--- src/rtl/pcfg_pkg.sv ---
package pcfg_pkg;
  typedef enum logic [1:0] {ST_LOCKED, ST_ARMED, ST_OPEN} unlock_st_e;

  localparam logic [7:0] EXIT_CODE = 8'hAA;
  localparam logic [7:0] IDX_ID    = 8'h0D;
  localparam logic [7:0] IDX_PORT  = 8'h01;
  localparam logic [7:0] IDX_EXT   = 8'h04;
  localparam logic [7:0] PORT_MASK = 8'h0B;
  localparam logic [7:0] EXT_MASK  = 8'h43;

  // Effective mode: forced extended, forced standard, or extended field.
  function automatic logic [1:0] eff_mode(input logic hard_ext,
                                          input logic [7:0] port_r,
                                          input logic [7:0] ext_r);
    if (hard_ext)       return 2'd3;
    else if (port_r[3]) return 2'd0;
    else                return ext_r[1:0];
  endfunction
endpackage

--- src/rtl/pcfg_unlock.sv ---
module pcfg_unlock
  import pcfg_pkg::*;
#(
  parameter logic [7:0] KEY = 8'h55
) (
  input  logic       clk,
  input  logic       rst_n,
  input  logic       sel_wr,
  input  logic       dat_wr,
  input  logic [7:0] wdata,
  output logic       in_cfg,
  output logic       exit_hit
);
  unlock_st_e st_q, st_d;
  logic key_hit;

  assign key_hit  = sel_wr && (wdata == KEY);
  assign exit_hit = (st_q == ST_OPEN) && sel_wr && (wdata == EXIT_CODE);
  assign in_cfg   = (st_q == ST_OPEN);

  always_comb begin
    st_d = st_q;
    unique case (st_q)
      ST_LOCKED: if (key_hit) st_d = ST_ARMED;
      ST_ARMED: begin
        if (key_hit)               st_d = ST_OPEN;
        else if (sel_wr || dat_wr) st_d = ST_LOCKED;
      end
      ST_OPEN:   if (exit_hit) st_d = ST_LOCKED;
      default:   st_d = ST_LOCKED;
    endcase
  end

  always_ff @(posedge clk) begin
    if (!rst_n) st_q <= ST_LOCKED;
    else        st_q <= st_d;
  end


  open_needs_key_chk: assert property (@(posedge clk) disable iff (!rst_n)
    $rose(in_cfg) |-> $past(key_hit));

  exit_locks_chk: assert property (@(posedge clk) disable iff (!rst_n)
    exit_hit |=> !in_cfg);

  broken_pair_chk: assert property (@(posedge clk) disable iff (!rst_n)
    (st_q == ST_ARMED && dat_wr) |=> !in_cfg);
endmodule

--- src/rtl/pcfg_regs.sv ---
module pcfg_regs
  import pcfg_pkg::*;
#(
  parameter logic [7:0] DEV_ID = 8'h65
) (
  input  logic       clk,
  input  logic       rst_n,
  input  logic       in_cfg,
  input  logic       exit_hit,
  input  logic       sel_wr,
  input  logic       dat_wr,
  input  logic [7:0] wdata,
  output logic [7:0] rd_val,
  output logic [7:0] port_q,
  output logic [7:0] ext_q
);
  logic [7:0] idx_q;
  logic       wr_port, wr_ext;

  assign wr_port = in_cfg && dat_wr && (idx_q == IDX_PORT);
  assign wr_ext  = in_cfg && dat_wr && (idx_q == IDX_EXT);

  always_ff @(posedge clk) begin
    if (!rst_n) begin
      idx_q  <= '0;
      port_q <= '0;
      ext_q  <= '0;
    end else begin
      if (in_cfg && sel_wr && !exit_hit) idx_q <= wdata;
      if (wr_port) port_q <= wdata & PORT_MASK;
      if (wr_ext)  ext_q  <= wdata & EXT_MASK;
    end
  end

  always_comb begin
    unique case (idx_q)
      IDX_ID:   rd_val = DEV_ID;
      IDX_PORT: rd_val = port_q;
      IDX_EXT:  rd_val = ext_q;
      default:  rd_val = 8'h00;
    endcase
  end


  locked_hold_chk: assert property (@(posedge clk) disable iff (!rst_n)
    !in_cfg |=> ($stable(port_q) && $stable(ext_q)));

  port_mask_chk: assert property (@(posedge clk) disable iff (!rst_n)
    (port_q & ~PORT_MASK) == 8'h00);

  ext_mask_chk: assert property (@(posedge clk) disable iff (!rst_n)
    (ext_q & ~EXT_MASK) == 8'h00);
endmodule

--- src/rtl/pcfg_ctrl.sv ---
module pcfg_ctrl
  import pcfg_pkg::*;
#(
  parameter int          ADDR_W   = 10,
  parameter logic [ADDR_W-1:0] SEL_BASE = 10'h3F0,
  parameter logic [7:0]  KEY      = 8'h55,
  parameter logic [7:0]  DEV_ID   = 8'h65,
  parameter bit          HARD_EXT = 1'b0
) (
  input  logic              clk,
  input  logic              rst_n,
  input  logic              wr_en,
  input  logic [ADDR_W-1:0] addr,
  input  logic [7:0]        wdata,
  output logic [7:0]        rdata,
  output logic [1:0]        mode_o,
  output logic [1:0]        base_sel_o,
  output logic              epp_v17_o
);
  localparam logic [ADDR_W-1:0] DATA_PORT = SEL_BASE + 1'b1;

  logic       sel_hit, dat_hit, sel_wr, dat_wr;
  logic       in_cfg, exit_hit;
  logic [7:0] rd_val, port_q, ext_q;

  assign sel_hit = (addr == SEL_BASE);
  assign dat_hit = (addr == DATA_PORT);
  assign sel_wr  = wr_en && sel_hit;
  assign dat_wr  = wr_en && dat_hit;

  pcfg_unlock #(.KEY(KEY)) u_unlock (
    .clk(clk), .rst_n(rst_n), .sel_wr(sel_wr), .dat_wr(dat_wr),
    .wdata(wdata), .in_cfg(in_cfg), .exit_hit(exit_hit)
  );

  pcfg_regs #(.DEV_ID(DEV_ID)) u_regs (
    .clk(clk), .rst_n(rst_n), .in_cfg(in_cfg), .exit_hit(exit_hit),
    .sel_wr(sel_wr), .dat_wr(dat_wr), .wdata(wdata),
    .rd_val(rd_val), .port_q(port_q), .ext_q(ext_q)
  );

  assign rdata      = (dat_hit && in_cfg) ? rd_val : 8'hFF;
  assign mode_o     = eff_mode(HARD_EXT, port_q, ext_q);
  assign base_sel_o = port_q[1:0];
  assign epp_v17_o  = ext_q[6];


  locked_reads_ff_chk: assert property (@(posedge clk) disable iff (!rst_n)
    !in_cfg |-> rdata == 8'hFF);

  id_read_chk: assert property (@(posedge clk) disable iff (!rst_n)
    (in_cfg && dat_hit && rd_val == DEV_ID && port_q != DEV_ID && ext_q != DEV_ID)
      |-> rdata == DEV_ID);

  std_force_chk: assert property (@(posedge clk) disable iff (!rst_n)
    (!HARD_EXT && port_q[3]) |-> mode_o == 2'd0);
endmodule

--- config.mk ---
export PLATFORM = sky130hd
export DESIGN_NAME = pcfg_ctrl
export DESIGN_NICKNAME = d
export VERILOG_FILES = /design/src/rtl/pcfg_pkg.sv /design/src/rtl/pcfg_unlock.sv /design/src/rtl/pcfg_regs.sv /design/src/rtl/pcfg_ctrl.sv
export SDC_FILE = /design/constraint.sdc
export NUM_CORES = 1
export LEC_CHECK = 0
export BUFFER_PORTS_ARGS = -buffer_cell sky130_fd_sc_hd__buf_4
export CAP_MARGIN = 15
export CORE_ASPECT_RATIO = 1.1
export CORE_MARGIN = 2
export CORE_UTILIZATION = 50
export DETAILED_ROUTE_END_ITERATION = 8
export PLACE_DENSITY = 0.82
export SYNTH_ARGS = -nofsm -noshare
export SYNTH_HDL_FRONTEND = slang
export SYNTH_SLANG_ARGS = --single-unit
--- constraint.sdc ---
create_clock -name clk -period 4.2 [get_ports clk]
set_clock_uncertainty 0.05 [all_clocks]
set_input_delay 0.63 -clock clk [delete_from_list [all_inputs] [get_ports clk]]
set_output_delay 0.63 -clock clk [all_outputs]
set_load 0.05 [all_outputs]
After elaboration in Yosys (flattened, before gate mapping)
Cells that the tools add are included.
Widths: inputs -> output; s select.
- shift-type cells: 0
- add/subtract/negate cells: 0
- div/mod/pow operators: 0
- equal/unequal tests: 12
- reductions and logical operators: 14
- bitwise logic cells: 0
- multiply operators: 0
- mux-type cells: 8
- $lt $le $gt $ge: 0
- operators with widths (cell ; number):
    $pmux 7 s3 ; 1
    $eq 10x10->1 const B ; 2
    $logic_and 1x1->1 ; 10
    $mux 2 ; 5
    $eq 8x1->1 const B ; 1
    $eq 8x3->1 const B ; 1
    $eq 8x4->1 const B ; 1
    $eq 8x7->1 const B ; 1
    $eq 8x8->1 const B ; 1
    $mux 8 ; 1
    $pmux 2 s3 ; 1
    $ne 2x1->1 const B ; 2
    $ne 3x1->1 const B ; 1
    $reduce_and 3->1 ; 1
    $eq 2x1->1 const B ; 1
    $eq 2x2->1 const B ; 1
    $logic_not 2->1 ; 1
    $logic_not 1->1 ; 1
    $logic_or 1x1->1 ; 1
- register bits: 16
- bits in latches: 0
- memories: 0
- input bits: 21
- RAM bits: 0
- output and inout port bits: 13
- ROM bits: 0
- word-level logic and storage cells: 38

Depth between registers and ports, before layout
Gate-level depths: netlist (run 1).
- depth in word-level cells: 6
- depth in mapped cells: 5
- mapped depth without buffers: 4

Modules after synthesis
A second synthesis (run 1) with hierarchy kept.
- cell total of the unflattened synthesis: 130
- area total of the unflattened synthesis: 1179.9 µm²
- modules (own cells, without submodules) (module ; times used ; seq. area each (µm²) ; area each (µm²) ; cells each):
    pcfg_regs ; 1 ; 280.3 ; 804.5 ; 88
    pcfg_ctrl ; 1 ; 0.0 ; 217.7 ; 26
    pcfg_unlock ; 1 ; 40.0 ; 157.7 ; 16

Worst setup path after synthesis (run 1)
Ideal clock, no wire load.
- kind: input to output
- start point: input port addr[2]
- end point: output port rdata[0]
- slack: 1432 ps
- stages on the path: 4
- arrival time: 2088 ps
- required time: 3520 ps
- path buffers: 0
- cell sequence: and4bb_1 and4b_2 nand2_1 a221o_1
- cells in the longest elaborated chain, start to end: 3
- RTL lines (item ; RTL line ; RTL):
    start: declaration ; pcfg_ctrl.sv:13 ; input logic [ADDR_W-1:0] addr,
    $eq 10x10->1 ; pcfg_ctrl.sv:27 ; assign dat_hit = (addr == DATA_PORT);
    $logic_and 1x1->1 ; pcfg_ctrl.sv:42 ; assign rdata = (dat_hit && in_cfg) ? rd_val : 8'hFF;
    $mux 8 ; pcfg_ctrl.sv:42 ;
    end: declaration ; pcfg_ctrl.sv:15 ; output logic [7:0] rdata,
Every way passes these cells.

Worst setup path after layout (run 1)
Ends and elaborated chain as after synthesis.

==> flow_metrics.py, run 1 <==
metrics = {
    "sta": {
        "max_freq_ghz": 0.388,
        "worst_slack_ns": 1.63,
        "hold_viol": 0,
        "tightest_slew_ns": 0.821,
        "fin_tns_setup_ns": 0,
        "grt_setup_unrepaired": "no",
        "hold_slack_ns": 0.413,
        "slew_violations": 0,
        "setup_viol_count_final": 0,
        "period_minus_slack_ns": 2.57,
        "relSlewSlack_pct": 45.1,
        "finalCritPeriodShare_pct": 61.3,
    },
    "synth": {
        "synth_edf_count": 0,
        "avgSynthCellArea_um2": 8.65,
        "synth_area_um2": 865,
        "ys_top_cells_by_count": "nand2_1 (26), dfxtp_1 (16), mux2i_1 (12), buf_4 (5), nor2_1 (5)",
        "syn-instance-count": 100,
        "synth_async_sr_flop_share_pct": 0,
        "ys_seq_elements": 16,
        "syn_nets": 121,
        "synth_area_leaders": "dfxtp_1 (37%), mux2i_1 (14%), nand2_1 (11%)",
        "synth-seq-area-share_pct": 37.0,
        "synthDistinctLibCells": 27,
        "ys_warn_count": 0,
        "synthFlopType": "dfxtp_1",
        "synth_top_area_cell": "dfxtp_1",
        "synth_top_area_share_pct": 37.0,
        "yosysMostFrequentCell": "nand2_1",
    },
    "global_route": {
        "gr-total-overflow": 0,
        "grt_first_pass_wirelength_um": 3090,
        "grt_usage_pct": 20.5,
        "grt_max_degree": 25,
        "antenna_found_initial": 0,
        "grt_pass1_vias": 755,
    },
    "setup_path": {
        "startpoint": "addr[2]",
        "required_ns": 3.52,
        "end_kind": "output port",
        "reg2reg_from": "u_unlock.st_q[0]",
        "worstSetupPathType": "input pin to output port",
        "timing.rr.end": "u_regs.idx_q[6]",
        "worstPathMaxFanout": 5,
        "reg2regPathDepth": 4,
        "worst_ep_arrival_time_ns": 1.89,
        "critical_path.startpoint_type": "input pin",
        "r2r_setup_slack_ns": 2.19,
    },
    "cells_and_area": {
        "seq_area_um2": 320,
        "layout.cells.non_filler": 146,
        "area_delta_synth_final_pct": 28.5,
        "fin_area_um2": 1110,
        "drive_gt1_share_pct": 30.2,
        "multiInputGateArea_um2": 492,
        "post-route-util_pct": 69.6,
        "antenna_cells": 0,
        "n_fill_cell": 144,
        "fin_nets": 152,
    },
    "drt": {
        "viasPerCell": 5.57,
        "dr_total_vias": 813,
        "first_iter_violations": 13,
        "wl_per_cell_um": 14.1,
        "ant_nets": 0,
        "drtPass1Iterations": 5,
        "drcViolationCount": 0,
        "routed_wl_um": 2050,
    },
    "clock_tree": {
        "htreeDepth": 1,
        "cts_sinks": 16,
        "cts_resized": 0,
        "post_cts_buffers": 0,
        "cts_buffer_depth": 2,
        "cts_made_buffers": 3,
        "cts_tree": "done",
        "clk_pin_slew_ns": 0.08,
        "root_buffer": "clkbuf_4",
        "clkLatencyLatePin_ns": 0.29,
        "holdBufCountCts": 0,
    },
    "hold_path": {
        "holdPathStages": 2,
        "holdCritStartpoint": "u_regs.idx_q[5]",
        "min_path_type": "register to register",
        "min_to": "u_regs.idx_q[5]",
    },
    "floorplanning": {
        "row_count": 15,
        "die_w_um": 43.6,
        "ios": 34,
        "die_h_um": 47.6,
        "dieArea_um2": 2080,
        "core_um2": 1600,
        "initial_utilization_pct": 54.2,
    },
    "place": {
        "placed_cells": 143,
        "hpwl_um": 1630,
        "dpl_cell_area_um2": 1090,
        "place.gp.congestion": 0.782,
        "post-place-ws_ns": 1.63,
        "portBuffers": 33,
    },
    "power_and_ir_drop": {
        "p_total_mw": 0.257,
        "powerDensity_nw_per_um2": 231,
        "p_leak_nw": 0.494,
        "vdd_drop_max_mv": 0.210,
    },
    "run": {
        "cap_violations": 0,
    },
    "outcome": {
        "status": "complete, no violations",
    },
}
## routing by layer
layer / up-vias / GRT usage, % / routed length [um]
met4: 0 / 12.7 / 52
li1: 415 / - / -
met5: - / 0 / 0
met1: 365 / 23.2 / 847
met3: 5 / 2.64 / 102
met2: 28 / 37.4 / 1050
## cell usage in the layout, fill, tap and decap left out, types with 2 or more instances in the layout
master and instances:
buf_4 33, nor2b_1 3, o22ai_1 3, nand4b_1 2, nand4_1 3, clkbuf_4 3, nand3_1 3, nor4bb_1 3
mux2i_1 12, a221o_1 2, dfxtp_1 16, nor2_1 5, nand2_1 26, inv_1 2
## area by class of cell
type	instances	area share, %
Tap cell	17	1.91
Inverter	2	0.676
Sequential cell	16	28.8
Timing Repair Buffer	33	22.3
Multi-Input combinational cell	75	44.3
Clock buffer	3	2.03
## worst max-delay path by stage
| stage | endpoint | slack [ns] | depth (start not counted) |
|---|---|---|---|
| finish | rdata[0] | 1.63 | 6 |
| global route | rdata[0] | 1.56 | 6 |
| detailed placement | rdata[0] | 1.63 | 6 |
| floorplan | rdata[0] | 1.43 | 4 |
| CTS | rdata[0] | 1.63 | 6 |
| global placement | rdata[0] | 1.67 | 6 |
## report_power, final
group          total [mW]  switching (mW)  internal (mW)  leakage (nW)
clock              0.0783          0.0450         0.0333        0.0138
sequential          0.152    0.0000000575          0.152         0.129
combinational      0.0270          0.0118         0.0152         0.352
total               0.257          0.0568          0.200         0.494
## flip-flops by register name, indices dropped and copies added (netlist names)
register / cells
u_regs.idx_q: 8
u_regs.port_q: 3
u_regs.ext_q: 3
u_unlock.st_q: 2
## worst max-delay path, cell delays in order
cell      delay [ns]
buf_4           0.10
and4bb_1        0.30
and4b_2         0.29
nand2_1         0.11
a221o_1         0.27
buf_4           0.19
## kinds of logic after synthesis
group / after synthesis / synth area share [%]
flops: 16 / 37.0
buf+inv: 9 / 6.08
mux: 12 / 13.9
compound gates: 7 / 7.24
simple gates: 56 / 35.7
Note: power is estimated with default switching activity, not from simulation.
==> run 2: changes to the inputs <==
CORE_UTILIZATION = 42   (was 50)
PLACE_DENSITY = 0.73   (was 0.82)
clock period = 2.1 ns   (was 4.2 ns; I/O delays follow)
==> flow_metrics.py, run 2 (same netlist as run 1, synthesis figures left out) <==
metrics = {
    "clock_tree": {
        "htreeDepth": 1,
        "clkLatencyLatePin_ns": 0.28,
        "root_buffer": "clkbuf_4",
        "cts_buffer_depth": 2,
        "clk_pin_slew_ns": 0.09,
        "holdBufCountCts": 0,
        "cts_tree": "done",
        "cts_sinks": 16,
        "cts_made_buffers": 3,
    },
    "setup_path": {
        "cp_cell_sequence": "and3b_1, and4b_2, nand2_2, a221o_2, buf_6",
        "critical_path.startpoint_type": "register",
        "critPathMaxStageDelay_ns": 0.37,
        "path_buf_inv": 1,
        "required_ns": 1.74,
        "worstSetupPathType": "register to output port",
        "critPathSlowestCell": "dfxtp_4",
        "worst_ep_arrival_time_ns": 1.68,
        "crit_family": "simple AND/OR/NAND/NOR gates",
        "worstPathMaxFanout": 6,
        "end_kind": "output port",
    },
    "sta": {
        "hold_slack_ns": 0.251,
        "max_freq_ghz": 0.489,
        "hold_viol": 0,
        "finalCritPeriodShare_pct": 97.3,
        "slew_violations": 0,
        "fin_tns_setup_ns": 0,
        "relSlewSlack_pct": 78.5,
        "setup_viol_count_final": 0,
        "tightest_slew_ns": 0.318,
        "period_minus_slack_ns": 2.04,
        "worst_slack_ns": 0.0565,
    },
    "drt": {
        "routed_wl_um": 2190,
        "drtPass1Iterations": 4,
        "wl_per_cell_um": 13.6,
        "ant_nets": 0,
        "first_iter_violations": 8,
        "drcViolationCount": 0,
        "dr_total_vias": 872,
        "viasPerCell": 5.42,
    },
    "outcome": {
        "status": "complete, no violations",
    },
    "power_and_ir_drop": {
        "p_total_mw": 0.514,
        "p_int_mw": 0.399,
        "clkPwrFrac_pct": 30.5,
        "seq_power_share_pct": 58.7,
        "powerDensity_nw_per_um2": 438,
        "p_comb_share_pct": 10.8,
        "p_sw_mw": 0.115,
        "p_sw_share_pct": 22.4,
        "vdd_drop_max_mv": 0.225,
        "p_leak_nw": 0.523,
    },
    "cells_and_area": {
        "final_cell_mix": "buf_4 (36), nand2_1 (25), dfxtp_1 (14), mux2i_1 (12), nor2_1 (5)",
        "drive_gt1_share_pct": 36.1,
        "fin_nets": 156,
        "reg_top3": "u_regs.idx_q: 8 flops, u_regs.ext_q: 3 flops, u_regs.port_q: 3 flops",
        "antenna_cells": 0,
        "fin_area_um2": 1170,
        "largest_register": "u_regs.idx_q",
        "final_common_cell": "buf_4",
        "area_delta_synth_final_pct": 35.7,
        "largest_register_ffs": 8,
    },
    "floorplanning": {
        "die_h_um": 51.6,
        "dieArea_um2": 2440,
        "ios": 34,
        "initial_utilization_pct": 43.7,
        "row_count": 17,
        "core_um2": 1980,
        "die_w_um": 47.3,
    },
    "global_route": {
        "gr-total-overflow": 0,
        "grt_pass1_vias": 790,
        "grt_usage_pct": 19.2,
        "grt_max_degree": 25,
        "antenna_found_initial": 0,
        "grt_first_pass_wirelength_um": 3360,
    },
    "hold_path": {
        "min_path_type": "input pin to register",
    },
    "place": {
        "hpwl_um": 1660,
        "dpl_cell_area_um2": 1110,
        "portBuffers": 33,
        "place.gp.congestion": 0.723,
        "post-place-ws_ns": 0.163,
    },
    "run": {
        "cap_violations": 0,
    },
}
==> run 2: power groups by stage <==
stage | registers, mW | logic (mW) | clock network [mW]
finish | 0.302 | 0.0556 | 0.157
global route | 0.302 | 0.0599 | 0.177
CTS | 0.303 | 0.0545 | 0.163
detailed placement | 0.310 | 0.0541 | 0
global placement | 0.310 | 0.0527 | 0
floorplan | 0.310 | 0.0163 | 0
==> run 2: repair_timing <==
item | CTS | global route
setup buffers | 0 | 3
setup endpoints to repair | 1 | 3
gates resized for setup | 1 | 4
pin swaps | 1 | 0
==> run 2: routing by layer <==
layer	GRT usage [%]	part of all wire, %	up-vias
met2	31.5	52	24
met5	0	0	-
met4	6.94	1.6	0
met1	24.6	42	418
li1	-	-	426
met3	3.13	3.9	4
==> run 2: metrics by stage <==
step	util, %	cells
after floorplan	-	100
after global placement	56.3	155
after detailed placement	56.3	155
after CTS	57.5	158
after global routing	59.3	161
final	59.3	161
==> run 2: area by class of cell <==
| cell class | instances | area (um2) |
|---|---|---|
| clock buffers | 3 | 22.5 |
| multi-input cells | 75 | 502 |
| well taps | 28 | 35.0 |
| repair buffers | 37 | 282 |
| inverters | 2 | 7.51 |
| fillers | 185 | 805 |
| flip-flops and latches | 16 | 325 |
==> run 2: worst paths after layout <==
path / startpoint / to / slack (ns) / depth (start not counted)
hold reg to reg: u_regs.idx_q[5] / u_regs.idx_q[5] / 0.42 / 2
setup reg to reg: u_unlock.st_q[0] / u_regs.idx_q[2] / 0.36 / 6
setup / recovery: u_unlock.st_q[0] / rdata[0] / 0.06 / 5
hold / removal: wdata[5] / u_regs.idx_q[5] / 0.25 / 3
==> run 2: worst register-to-register path, delay by kind of cell, from the launching register on <==
family,cells,cell delay [ns]
muxes,1,0.20
buffers and inverters,2,0.33
DFF,1,0.37
and+or+nand+nor,3,0.73
